### config.mk
export PLATFORM = sky130hd
export DESIGN_NAME = psm_irq_ctrl
export DESIGN_NICKNAME = d
export VERILOG_FILES = /design/src/rtl/psm_irq_pkg.sv /design/src/rtl/psm_src_edge.sv /design/src/rtl/psm_delta_cmp.sv /design/src/rtl/psm_bat_cmp.sv /design/src/rtl/psm_conv_timer.sv /design/src/rtl/psm_irq_ctrl.sv
export SDC_FILE = /design/constraint.sdc
export NUM_CORES = 1
export LEC_CHECK = 0
export BUFFER_PORTS_ARGS = -buffer_cell sky130_fd_sc_hd__buf_2
export CAP_MARGIN = 0
export CORE_MARGIN = 5
export CORE_UTILIZATION = 37
export DETAILED_ROUTE_END_ITERATION = 12
export GPL_ROUTABILITY_DRIVEN = 0
export GPL_TIMING_DRIVEN = 0
export PLACE_DENSITY = 0.61
export SYNTH_ARGS = -nofsm -noshare
export SYNTH_HDL_FRONTEND = slang
export SYNTH_SLANG_ARGS = --single-unit
### constraint.sdc
create_clock -name clk -period 3.7 [get_ports clk]
set_input_delay 0.185 -clock clk [delete_from_list [all_inputs] [get_ports clk]]
set_output_delay 0.185 -clock clk [all_outputs]
set_load 0.05 [all_outputs]
### src/rtl/psm_irq_pkg.sv
package psm_irq_pkg;

  localparam int NFLAG = 6;

  localparam int BIT_BSO  = 0;
  localparam int BIT_PSR  = 1;
  localparam int BIT_VSW  = 2;
  localparam int BIT_BAT  = 3;
  localparam int BIT_DCIN = 4;
  localparam int BIT_SAG  = 5;

  localparam logic [7:0] ADDR_EN    = 8'hEC;
  localparam logic [7:0] ADDR_FLAG  = 8'hF8;
  localparam logic [7:0] ADDR_DELTA = 8'hE4;
  localparam logic [7:0] ADDR_BTHR  = 8'hE5;
  localparam logic [7:0] ADDR_START = 8'hE6;
  localparam logic [7:0] ADDR_STAT  = 8'hE7;
  localparam logic [7:0] ADDR_BCFG  = 8'hE8;

  typedef struct packed {
    logic sag;
    logic dcin;
    logic bat;
    logic vsw;
    logic psr;
    logic bso;
  } psm_evt_t;

endpackage

### src/rtl/psm_src_edge.sv
module psm_src_edge (
  input  logic clk,
  input  logic rst_n,
  input  logic src_in,
  output logic src_q,
  output logic rise,
  output logic fall
);
  logic primed_q;

  always_ff @(posedge clk or negedge rst_n) begin
    if (!rst_n) begin
      src_q    <= 1'b1;
      primed_q <= 1'b0;
    end else begin
      src_q    <= src_in;
      primed_q <= 1'b1;
    end
  end

  assign rise = primed_q &  src_in & ~src_q;
  assign fall = primed_q & ~src_in &  src_q;
endmodule

### src/rtl/psm_delta_cmp.sv
module psm_delta_cmp #(
  parameter int CODE_W = 8
) (
  input  logic              clk,
  input  logic              rst_n,
  input  logic              valid,
  input  logic [CODE_W-1:0] code,
  input  logic [CODE_W-1:0] delta,
  output logic              evt
);
  logic [CODE_W-1:0] prev_q;
  logic              have_q;

  function automatic logic step_exceeds(input logic [CODE_W-1:0] a,
                                        input logic [CODE_W-1:0] b,
                                        input logic [CODE_W-1:0] d);
    logic [CODE_W-1:0] diff;
    diff = (a > b) ? (a - b) : (b - a);
    return diff > d;
  endfunction

  always_ff @(posedge clk or negedge rst_n) begin
    if (!rst_n) begin
      prev_q <= '0;
      have_q <= 1'b0;
    end else if (valid) begin
      prev_q <= code;
      have_q <= 1'b1;
    end
  end

  assign evt = valid & have_q & step_exceeds(code, prev_q, delta);
endmodule

### src/rtl/psm_bat_cmp.sv
module psm_bat_cmp #(
  parameter int CODE_W = 8
) (
  input  logic              valid,
  input  logic [CODE_W-1:0] code,
  input  logic [CODE_W-1:0] thr,
  input  logic              below_only,
  output logic              evt
);
  function automatic logic is_low(input logic [CODE_W-1:0] c,
                                  input logic [CODE_W-1:0] t);
    return c < t;
  endfunction

  assign evt = valid & (~below_only | is_low(code, thr));
endmodule

### src/rtl/psm_conv_timer.sv
module psm_conv_timer #(
  parameter int PERIOD = 1024
) (
  input  logic clk,
  input  logic rst_n,
  input  logic start,
  output logic conv_req
);
  localparam int CNT_W = (PERIOD > 2) ? $clog2(PERIOD) : 1;
  localparam logic [CNT_W-1:0] LAST = CNT_W'(PERIOD - 1);

  logic [CNT_W-1:0] cnt_q;
  logic             tick;

  assign tick = (cnt_q == LAST);

  always_ff @(posedge clk or negedge rst_n) begin
    if (!rst_n) begin
      cnt_q    <= '0;
      conv_req <= 1'b0;
    end else begin
      cnt_q    <= tick ? '0 : cnt_q + 1'b1;
      conv_req <= tick | start;
    end
  end
endmodule

### src/rtl/psm_irq_ctrl.sv
module psm_irq_ctrl
  import psm_irq_pkg::*;
#(
  parameter int CODE_W = 8,
  parameter int PERIOD = 1024
) (
  input  logic              clk,
  input  logic              rst_n,
  input  logic [7:0]        sfr_addr,
  input  logic              sfr_wr,
  input  logic [7:0]        sfr_wdata,
  output logic [7:0]        sfr_rdata,
  input  logic              supply_on_main,
  input  logic              vsw_valid,
  input  logic [CODE_W-1:0] vsw_code,
  input  logic              bat_valid,
  input  logic [CODE_W-1:0] bat_code,
  input  logic              dcin_low,
  input  logic              sag_pulse,
  output logic              irq,
  output logic              conv_req
);
  psm_evt_t          evt;
  logic [NFLAG-1:0]  evt_vec;
  logic [NFLAG-1:0]  flags_q;
  logic [NFLAG-1:0]  en_q;
  logic [CODE_W-1:0] delta_q;
  logic [CODE_W-1:0] bthr_q;
  logic              bcfg_q;
  logic              src_q;
  logic              flag_wr;
  logic              en_wr;
  logic              start_wr;

  assign flag_wr  = sfr_wr && (sfr_addr == ADDR_FLAG);
  assign en_wr    = sfr_wr && (sfr_addr == ADDR_EN);
  assign start_wr = sfr_wr && (sfr_addr == ADDR_START);

  psm_src_edge src_i (
    .clk    (clk),
    .rst_n  (rst_n),
    .src_in (supply_on_main),
    .src_q  (src_q),
    .rise   (evt.psr),
    .fall   (evt.bso)
  );

  psm_delta_cmp #(.CODE_W(CODE_W)) vsw_i (
    .clk   (clk),
    .rst_n (rst_n),
    .valid (vsw_valid),
    .code  (vsw_code),
    .delta (delta_q),
    .evt   (evt.vsw)
  );

  psm_bat_cmp #(.CODE_W(CODE_W)) bat_i (
    .valid      (bat_valid),
    .code       (bat_code),
    .thr        (bthr_q),
    .below_only (bcfg_q),
    .evt        (evt.bat)
  );

  psm_conv_timer #(.PERIOD(PERIOD)) tmr_i (
    .clk      (clk),
    .rst_n    (rst_n),
    .start    (start_wr),
    .conv_req (conv_req)
  );

  assign evt.dcin = dcin_low;
  assign evt.sag  = sag_pulse;
  assign evt_vec  = evt;

  always_ff @(posedge clk or negedge rst_n) begin
    if (!rst_n) begin
      en_q    <= '0;
      delta_q <= '0;
      bthr_q  <= '0;
      bcfg_q  <= 1'b0;
    end else if (sfr_wr) begin
      case (sfr_addr)
        ADDR_EN:    en_q    <= sfr_wdata[NFLAG-1:0];
        ADDR_DELTA: delta_q <= sfr_wdata[CODE_W-1:0];
        ADDR_BTHR:  bthr_q  <= sfr_wdata[CODE_W-1:0];
        ADDR_BCFG:  bcfg_q  <= sfr_wdata[0];
        default:    ;
      endcase
    end
  end

  genvar g;
  generate
    for (g = 0; g < NFLAG; g++) begin : g_flag
      always_ff @(posedge clk or negedge rst_n) begin
        if (!rst_n)
          flags_q[g] <= 1'b0;
        else if (evt_vec[g])
          flags_q[g] <= 1'b1;
        else if (flag_wr && !sfr_wdata[g])
          flags_q[g] <= 1'b0;
      end
    end
  endgenerate

  assign irq = |(flags_q & en_q);

  always_comb begin
    sfr_rdata = '0;
    case (sfr_addr)
      ADDR_EN:    sfr_rdata[NFLAG-1:0]  = en_q;
      ADDR_FLAG:  sfr_rdata[NFLAG-1:0]  = flags_q;
      ADDR_DELTA: sfr_rdata[CODE_W-1:0] = delta_q;
      ADDR_BTHR:  sfr_rdata[CODE_W-1:0] = bthr_q;
      ADDR_BCFG:  sfr_rdata[0]          = bcfg_q;
      ADDR_STAT:  sfr_rdata[0]          = src_q;
      default:    sfr_rdata = '0;
    endcase
  end
endmodule

After elaboration in Yosys (flattened, before gate mapping)
Index checks and enable logic that the tools add are counted.

storage, ports and cells
  flip-flop bits (word level) = 51
  output and inout bits = 10
  logic and storage cells = 85

operators by class
  add/sub/neg operators = 3
  magnitude comparators = 3
  equal/unequal tests = 8
  muxes and demuxes = 17
  bitwise logic cells = 13
  reductions and logical operators = 25

operator list
  kind                     count
  $eq A8 B8 Y1 const B     7
  $pmux W5 S4              1
  $gt A8 B8 Y1             2
  $sub A8 B8 Y8            2
  $mux W1                  12
  $reduce_bool A2 Y1       6
  $add A10 B1 Y10 const B  1
  $eq A10 B10 Y1 const B   1
  $mux W10                 1
  $logic_and A1 B1 Y1      8
  $lt A8 B8 Y1             1
  $mux W8                  1
  $reduce_and A2 Y1        4
  $and A1 B1 Y1            7
  $and A6 B6 Y6            1
  $logic_not A1 Y1         6
  $pmux W1 S6              1
  $reduce_or A6 Y1         1
  $pmux W2 S2              1
  $not A1 Y1               3
  $or A1 B1 Y1             2

Depth between registers and ports, before layout
Gate-level depths: netlist of run 1.

  depth after elaboration = 5
  gate-level depth with buffers = 15
  gate-level depth less buffers = 14

Cells and area by module
Synthesis of run 1 repeated with hierarchy kept, for this count alone.

second synthesis, totals
  cell total of the unflattened synthesis = 336
  area total of the unflattened synthesis = 3520.9 µm²

modules (own cells, without submodules)
  module          times used  cells an instance  area an instance (µm²)
  psm_irq_ctrl    1           118                1547.7
  psm_delta_cmp   1           143                1203.7
  psm_conv_timer  1           44                 505.5
  psm_bat_cmp     1           26                 191.4
  psm_src_edge    1           5                  72.6

Worst setup path before layout of run 1
OpenSTA, ideal clock, no wires.

  kind = register to register
  from = reg vsw_i.prev_q[5]
  to = reg flags_q[2]
  library setup time = 0.090 ns
  arrival time = 2.583 ns
  required time = 3.610 ns
  setup slack = 1.027 ns
  cell stages (with the launch flop) = 14
  clock period less this slack = 2.673 ns
  cell sequence = dfrtp_1 ha_1 buf_4 a211oi_1 o21bai_1 o22a_1 buf_2 mux2i_1 xor2_1 ha_1 nand4_1 o211ai_1 or2_2 o221ai_1

on the way
  longest elaborated chain between the ends = 5

ends and longest elaborated chain
  what                                                  RTL line             source
  from (decl)                                           psm_delta_cmp.sv:11  logic [CODE_W-1:0] prev_q;
  from (signal assigned)                                psm_delta_cmp.sv:27  prev_q <= code;
  $sub A8 B8 Y8 / $gt A8 B8 Y1 (equally long branches)  psm_delta_cmp.sv:18  diff = (a > b) ? (a - b) : (b - a);
  $mux W8 *                                             psm_delta_cmp.sv:18
  $gt A8 B8 Y1 *                                        psm_delta_cmp.sv:19  return diff > d;
  $and A1 B1 Y1 *                                       psm_delta_cmp.sv:32  assign evt = valid & have_q & step_exceeds(code, prev_q, delta);
  $mux W1 / $reduce_bool A2 Y1 (equally long branches)  n/a
  to (signal, indexed assignment)                       psm_irq_ctrl.sv:98   flags_q[g] <= 1'b0;
  to (signal, indexed assignment)                       psm_irq_ctrl.sv:100  flags_q[g] <= 1'b1;
  to (signal, indexed assignment)                       psm_irq_ctrl.sv:102  flags_q[g] <= 1'b0;
  to (decl)                                             psm_irq_ctrl.sv:25   logic [NFLAG-1:0] flags_q;

Mark *: on every way between the ends. The rest lies on a longest branch, timed or not.
A chain may end at the register's enable or synchronous reset.

Worst setup path in the final report of run 1
  from = reg vsw_i.prev_q[3]
  to = reg flags_q[2]

The elaborated chain is that of the path after synthesis.

==> run summary, run 1 <==
=================================================================================
Status ............................................................. complete, no violations
Register area ......................................................     1280 um2
Min cycle time layout ..............................................      2.98 ns
Worst EP required ..................................................      3.93 ns
Yosys top cell by area .............................................      dfrtp_1
Routed wire length .................................................      7.17 mm
Number of buffers on the longest clock path ........................            2
Netlist area before placement ......................................     3270 um2
Number of warnings reported in the yosys synthesis log .............            0
Final std cells w/o fill ...........................................          491
RR Endpoint ........................................................ flags_q[2]$_DFFE_PN0P_
Top cell type's share of synthesized area ..........................        0.383
Number of distinct library cells after synthesis ...................           44
Actual transition at the worst max-transition pin ..................      1.15 ns
Setup skew after layout ............................................   0.00604 ns
Amount of wire on met2 after detailed routing ......................      3.55 mm
Delay of the slowest cell on the worst path ........................      0.39 ns
Met1 routed wirelength after detailed routing ......................      3.29 mm
Post-route cell area ...............................................     3770 um2
Peak supply drop ...................................................     0.167 mV
PD cells ...........................................................   354 nW/um2
Layout Area Growth over Synthesis ..................................        15.3%
Total number of placement rows .....................................           34
TritonCTS clock tree ...............................................          yes
Post-route core utilization ........................................        0.435
Congestion Overflow GR .............................................            0
Min Hold Slack .....................................................    0.0505 ns
Avg Vias per Cell ..................................................         5.02
Critical path peak fanout ..........................................            9
Total inserted antenna cells .......................................            0
First-pass GRT wire length .........................................      12.1 mm
Total Die Area .....................................................    10800 um2
Antenna violations before repair ...................................            0
Final critical-path setup slack ....................................     0.716 ns
Vias ...............................................................         2464
Number of flops mapped to enable cells by yosys ....................            0
Clock Root Buffer ..................................................     clkbuf_8
Initial standard-cell utilization of the core ......................        0.377
Type of origin of the critical path ................................    flip-flop
R2r worst-path depth ...............................................           13
Via count of the first global-routing pass .........................         2488
Area after DPL .....................................................     3650 um2
Achievable frequency ...............................................      335 MHz
Final Hold Fails ...................................................            0
FILL cells .........................................................          872
HPWL after DPL .....................................................      5.63 mm
Worst rel slew slack ...............................................        0.231
Violation count after the first detailed-route iteration ...........           71
Final Max Slew Viols ...............................................            0
Prevailing post-synth register cell ................................      dfrtp_1
Number of port buffers .............................................           48
Placeable core area ................................................     8680 um2
Final net count ....................................................          455
Syn_nets ...........................................................          399
Final count of negative-setup-slack endpoints ......................            0
Mean Syn Cell Area .................................................     10.0 um2
Highest signal layer in the routed design ..........................         met4
Fin Setup TNS ......................................................         0 ns
Pin count of the biggest net entering global routing ...............           52
Multi-input gate area ..............................................     1820 um2
Worst Hold Endpoint ................................................ flags_q[4]$_DFFE_PN0P_
Post-detailed-route count of antenna-violating nets ................            0
Depth of the worst hold-timing path ................................            2
Critical path type ................................................. flip-flop to flip-flop
Count leader, synth ................................................      dfrtp_1
Vertical extent of the die .........................................       104 um
Routed wl met3 .....................................................       255 um
Number of instances in the placed design ...........................          482
Worst slack after detailed placement ...............................     0.757 ns
Path class of the lowest-slack min-delay path ...................... input port to flip-flop
Combined global-route utilization of all metal layers ..............        0.135
Worst EP arrival ...................................................      3.21 ns
Post-CTS Setup Inserts .............................................            0
CTS-repair resized insts ...........................................            0
Total of max-cap violations ........................................            0
Period utilisation layout ..........................................        0.807
Power consumption ..................................................      1.33 mW
Source-to-sink clock delay at the later pin of the worst-skew pair .      0.31 ns
Cell with the biggest individual delay on the critical path ........      dfrtp_1
Setup repair after global routing missed its margin ................           no
Total CTS buffers ..................................................            5
Worst hold path startpoint .........................................     dcin_low
Number of instances in the synthesized netlist .....................          326
Die width ..........................................................       104 um
TritonCTS sink count ...............................................           51
P_leak .............................................................      1.82 nW
Worst R2R Setup Slack ..............................................      0.72 ns
CTS clock-pin slew for the worst setup and hold paths ..............      0.10 ns
Top post-synthesis cells by area ................................... dfrtp_1 38%, ha_1 12%, mux2_2 7.9%
Cell types with the highest counts after synthesis ................. 50 x dfrtp_1, 33 x inv_1, 31 x ha_1, 26 x o21ai_0, 23 x mux2_2
Element type at the critical path end ..............................    flip-flop
Critical register-to-register path startpoint ...................... vsw_i.prev_q[3]$_DFFE_PN0P_
I/O pins ...........................................................           50
Initial DRT Pass Iterations ........................................            4
DRC viols ..........................................................            0
Share of synthesized registers carrying an async set or reset ......         1.00
Flop and latch count out of synthesis ..............................           51
H-tree Lvls ........................................................            2
Average routed wire per standard cell ..............................      14.6 um
Cell breakdown of the critical path ................................ ha_1 -> buf_2 -> nand3_1 -> a21oi_1 -> o22a_1 -> buf_2 -> mux2i_1 -> xor2_1 -> ha_1 -> nand4_1 -> o211ai_1 -> or2_2 -> o221ai_1
Share of post-route cells with drive strength above 1 ..............        0.245
Register area share after synthesis ................................        0.391
=================================================================================
==> kinds of logic after synthesis <==
family,after synthesis,synth area share
simple gates,74,0.122
compound gates,72,0.137
flops,51,0.391
buf+inv,43,0.0543
mux,39,0.129
fa+ha+maj,33,0.131
xor+xnor,13,0.0348
other cells,1,0.00115
==> per-layer routing <==
metal / global-route usage / up-vias
li1: - / 1267
met1: 0.173 / 1160
met2: 0.228 / 32
met3: 0.0335 / 5
met4: 0.0305 / 0
met5: 0 / -
==> where the power goes <==
part           internal, mW  switching [mW]  leakage, nW
logic                 0.152           0.182         1.13
registers             0.579          0.0151        0.637
clock network         0.204           0.202       0.0548
total                 0.934           0.399         1.82
==> cell usage in the layout (no fill, tap or decap), types with 3 or more instances in the layout <==
master,n
buf_4,3
xor2_1,6
nand2_1,18
a31oi_1,3
a22oi_1,8
and3_1,4
ha_1,31
nand3_1,9
o21ai_0,26
clkbuf_1,3
mux2i_1,15
nand2b_1,5
xnor2_1,7
buf_2,52
nand4_1,5
dfrtp_1,50
a21o_1,6
inv_1,33
clkbuf_8,5
nor2b_1,5
nor3_1,4
nor2_1,12
a211oi_1,4
a21oi_1,10
mux2_2,23
o22ai_1,5
==> critical path, delay by kind of cell, from the launching register on <==
family / cells / cell delay [ns]
XOR/XNOR: 1 / 0.19
flip-flops: 1 / 0.39
adder cells (fa/ha/maj): 2 / 0.54
multiplexers: 1 / 0.24
AND/OR/NAND/NOR: 3 / 0.57
buffers and inverters: 2 / 0.41
AO/OA/AOI/OAI: 4 / 0.55
==> registers in the layout, indices dropped and copies added, names as in the netlist <==
register	count
vsw_i.prev_q	8
bthr_q	8
src_i.primed_q	1
tmr_i.conv_req	1
tmr_i.cnt_q	10
en_q	6
bcfg_q	1
src_i.src_q	1
vsw_i.have_q	1
flags_q	6
delta_q	8
==> worst max path at each step <==
| stage | startpoint | end | slack, ns | cells after the start |
|---|---|---|---|---|
| 2_1_floorplan | vsw_i.prev_q[5]$_DFFE_PN0P_ | flags_q[2]$_DFFE_PN0P_ | 1.03 | 13 |
| 5_1_grt | vsw_i.prev_q[3]$_DFFE_PN0P_ | flags_q[2]$_DFFE_PN0P_ | 0.50 | 13 |
| 6_report | vsw_i.prev_q[3]$_DFFE_PN0P_ | flags_q[2]$_DFFE_PN0P_ | 0.72 | 13 |
| 4_1_cts | vsw_i.prev_q[3]$_DFFE_PN0P_ | flags_q[2]$_DFFE_PN0P_ | 0.71 | 13 |
| 3_3_place_gp | vsw_code[0] | flags_q[2]$_DFFE_PN0P_ | 0.75 | 16 |
| 3_5_place_dp | vsw_code[0] | flags_q[2]$_DFFE_PN0P_ | 0.76 | 16 |
==> repair_timing <==
item / 4_1_cts / 5_1_grt
setup endpoints to repair: 0 / 0
endpoints found under the hold margin: 1 / 0
hold buffers: 1 / 0
==> final cells by class <==
class / count / share of cell area
Buffer: 10 / 0.0143
Clock buffer: 5 / 0.0182
Clock inverter: 3 / 0.0123
Inverter: 33 / 0.0328
Multi-Input combinational cell: 232 / 0.481
Sequential cell: 51 / 0.339
Tap cell: 108 / 0.0358
Timing Repair Buffer: 49 / 0.0664
No activity file was read; power rests on OpenSTA's default activity.
==> run 2: changes to the inputs <==
--- a/config.mk
+++ b/config.mk
@@ -5,6 +5,7 @@
 export SDC_FILE = /design/constraint.sdc
 export NUM_CORES = 1
 export LEC_CHECK = 0
+export ABC_AREA = 1
 export BUFFER_PORTS_ARGS = -buffer_cell sky130_fd_sc_hd__buf_2
 export CAP_MARGIN = 0
 export CORE_MARGIN = 5
==> constraint.sdc (replaced) <==
create_clock -name clk -period 3.06 [get_ports clk]
set_input_delay 0.153 -clock clk [delete_from_list [all_inputs] [get_ports clk]]
set_output_delay 0.153 -clock clk [all_outputs]
set_load 0.05 [all_outputs]
==> run summary, run 2 <==
=================================================================================
Number of instances in the placed design ...........................          667
Die width ..........................................................       108 um
P_leak .............................................................      2.30 nW
Initial DRT Pass Iterations ........................................            5
Clock Root Buffer ..................................................     clkbuf_8
Top cell type's share of synthesized area ..........................        0.350
Antenna violations before repair ...................................            0
Critical path type ................................................. flip-flop to flip-flop
Leading cell type in the layout, fill and taps excluded ............      nand2_1
TritonCTS clock tree ...............................................          yes
Count leader, synth ................................................      nand2_1
Worst EP required ..................................................      3.26 ns
Critical path startpoint ........................................... vsw_i.prev_q[3]$_DFFE_PN0P_
I/O pins ...........................................................           50
Final std cells w/o fill ...........................................          676
Period utilisation layout ..........................................        0.847
Power consumption ..................................................      1.67 mW
DRC viols ..........................................................            0
Initial standard-cell utilization of the core ......................        0.383
Final Hold Fails ...................................................            0
HPWL after DPL .....................................................      6.23 mm
Kind of cell with the highest combined delay on the critical path .. simple AND/OR/NAND/NOR gates
Average routed wire per standard cell ..............................      11.5 um
Logic gate share of total power ....................................        0.266
RR Endpoint ........................................................ flags_q[2]$_DFFE_PN0P_
H-tree Lvls ........................................................            2
Via count of the first global-routing pass .........................         2995
Number of distinct library cells after synthesis ...................           35
Layout Area Growth over Synthesis ..................................        14.9%
Total inserted antenna cells .......................................            0
Post-CTS Hold Fix Bufs .............................................            1
Avg Vias per Cell ..................................................         4.65
Fin Setup TNS ......................................................         0 ns
CP dominant cell by count ..........................................      nand2_1
Peak supply drop ...................................................     0.178 mV
Type of origin of the critical path ................................    flip-flop
Vertical extent of the die .........................................       108 um
Cell types with the highest counts after synthesis ................. 146 x nand2_1, 105 x inv_1, 50 x dfrtp_1, 37 x o21ai_0, 31 x ha_1
Achievable frequency ...............................................      386 MHz
Worst R2R Setup Slack ..............................................      0.47 ns
Status ............................................................. complete, no violations
Worst EP arrival ...................................................      2.79 ns
Vias ...............................................................         3141
Critical Path Stages ...............................................           19
Total Die Area .....................................................    11700 um2
Worst hold path startpoint .........................................    bat_valid
Setup repair after global routing missed its margin ................           no
Final Max Slew Viols ...............................................            0
First-pass GRT wire length .........................................      13.2 mm
Routed wire length .................................................      7.76 mm
Final net count ....................................................          619
Violation count after the first detailed-route iteration ...........          118
Area after DPL .....................................................     3980 um2
Actual transition at the worst max-transition pin ..................      1.18 ns
Share of synthesized registers carrying an async set or reset ......         1.00
TritonCTS sink count ...............................................           51
Source-to-sink clock delay at the later pin of the worst-skew pair .      0.31 ns
Post-CTS Setup Inserts .............................................            0
Register area share after synthesis ................................        0.358
Setup skew after layout ............................................   0.00857 ns
Delay of the slowest cell on the worst path ........................      0.39 ns
Post-detailed-route count of antenna-violating nets ................            0
Clock share of power ...............................................        0.294
Number of instances in the synthesized netlist .....................          489
Net Sw Frac ........................................................        0.323
Min cycle time layout ..............................................      2.59 ns
Yosys top cell by area .............................................      dfrtp_1
Total of max-cap violations ........................................            0
CTS clock-pin slew for the worst setup and hold paths ..............      0.10 ns
Mean Syn Cell Area .................................................     7.31 um2
Most frequent cells in the layout .................................. 146 x nand2_1, 105 x inv_1, 50 x buf_2, 50 x dfrtp_1, 37 x o21ai_0
Critical path capture point ........................................ flags_q[2]$_DFFE_PN0P_
Reg power frac .....................................................        0.439
Congestion Overflow GR .............................................            0
R2r worst-path depth ...............................................           19
Path class of the lowest-slack min-delay path ...................... input port to flip-flop
Internal Power .....................................................      1.13 mW
Post-route cell area ...............................................     4100 um2
Cell with the biggest individual delay on the critical path ........      dfrtp_1
Syn_nets ...........................................................          562
Critical register-to-register path startpoint ...................... vsw_i.prev_q[3]$_DFFE_PN0P_
Register bank with the most flops ..................................  tmr_i.cnt_q
Cell breakdown of the critical path ................................ ha_1 -> clkbuf_2 -> nand2_1 -> inv_1 -> nand2_1 -> nand2_1 -> nand2_1 -> nand2_1 -> nand2_2 -> inv_2 -> nand2_1 -> nand2_1 -> inv_1 -> ha_1 -> nand4_1 -> nor3_1 -> nor3_1 -> nand2_1 -> nand2_1
Combined global-route utilization of all metal layers ..............        0.138
Final count of negative-setup-slack endpoints ......................            0
Number of port buffers .............................................           49
Switch Pwr .........................................................     0.539 mW
Worst Path Buf+Inv .................................................            4
Pin count of the biggest net entering global routing ...............           52
Placeable core area ................................................     9330 um2
Worst rel slew slack ...............................................        0.216
Number of warnings reported in the yosys synthesis log .............            0
PD cells ...........................................................   406 nW/um2
Prevailing post-synth register cell ................................      dfrtp_1
Flop and latch count out of synthesis ..............................           51
Share of post-route cells with drive strength above 1 ..............        0.148
Total number of placement rows .....................................           35
Total CTS buffers ..................................................            5
Number of buffers on the longest clock path ........................            2
Number of flops mapped to enable cells by yosys ....................            0
Netlist area before placement ......................................     3570 um2
Critical path peak fanout ..........................................            8
Flip-flop count of the largest register after layout ...............           10
CTS-repair resized insts ...........................................            0
Top post-synthesis cells by area ................................... dfrtp_1 35%, nand2_1 15%, inv_1 11%
Element type at the critical path end ..............................    flip-flop
=================================================================================
[run 2: cell types whose count changed in the layout (fill, tap and decap cells not counted), sizes merged, moves of 11 or more]
cell   delta
nand2   +129
mux2i    -15
mux2     -24
inv      +75
nor2     +11
o21ai    +13
[run 2: cell type report]
type	instances	area (um2)
Buffer	7	48.8
Sequential cell	51	1280
Clock buffer	5	68.8
Fill cell	997	5220
Inverter	108	405
Timing Repair Buffer	50	255
Clock inverter	3	46.3
Multi-Input combinational cell	323	1840
Tap cell	129	161
[run 2: metrics by stage]
step	hold slack, ns	setup WS (ns)	utilization
2_1_floorplan	-0.143	0.792	-
3_5_place_dp	0.279	0.467	0.427
6_report	0.0260	0.468	0.440
3_3_place_gp	0.278	0.498	0.427
4_1_cts	0.0228	0.442	0.440
5_1_grt	0.0426	0.144	0.440
[run 2: kinds of logic after synthesis]
logic type                 after synthesis  synth area share
AOI/OAI and AO/OA                       73             0.110
other                                    1           0.00105
DFF                                     51             0.358
buffers and inverters                  115             0.127
and+or+nand+nor                        204             0.255
xor gates and xnor gates                12            0.0294
adders and majority gates               33             0.120
[run 2: worst min path at each step]
stage | to | slack, ns | depth (start not counted)
2_1_floorplan | bcfg_q$_DFFE_PN0P_ | -0.14 | 0
3_3_place_gp | src_i.src_q$_DFF_PN1_ | 0.28 | 1
3_5_place_dp | src_i.src_q$_DFF_PN1_ | 0.28 | 1
4_1_cts | flags_q[3]$_DFFE_PN0P_ | 0.02 | 3
5_1_grt | flags_q[3]$_DFFE_PN0P_ | 0.04 | 3
6_report | flags_q[3]$_DFFE_PN0P_ | 0.03 | 3
[run 2: metal layers]
metal,global-route usage,share of wire
met4,0.0415,0.017
met2,0.230,0.46
met1,0.180,0.47
met3,0.0275,0.046
met5,0,0
[run 2: worst min-delay path: cells and delay by family]
kind | cells | cell delay (ns)
buffers and inverters | 1 | 0.08
and+or+nand+nor | 2 | 0.08
[run 2: power by group through the flow]
stage / logic, mW / registers [mW] / clock network, mW
after floorplan: 0.318 / 0.742 / 0
after global placement: 0.430 / 0.744 / 0
after detailed placement: 0.445 / 0.746 / 0
after CTS: 0.448 / 0.732 / 0.506
after global routing: 0.521 / 0.737 / 0.532
final: 0.444 / 0.732 / 0.490
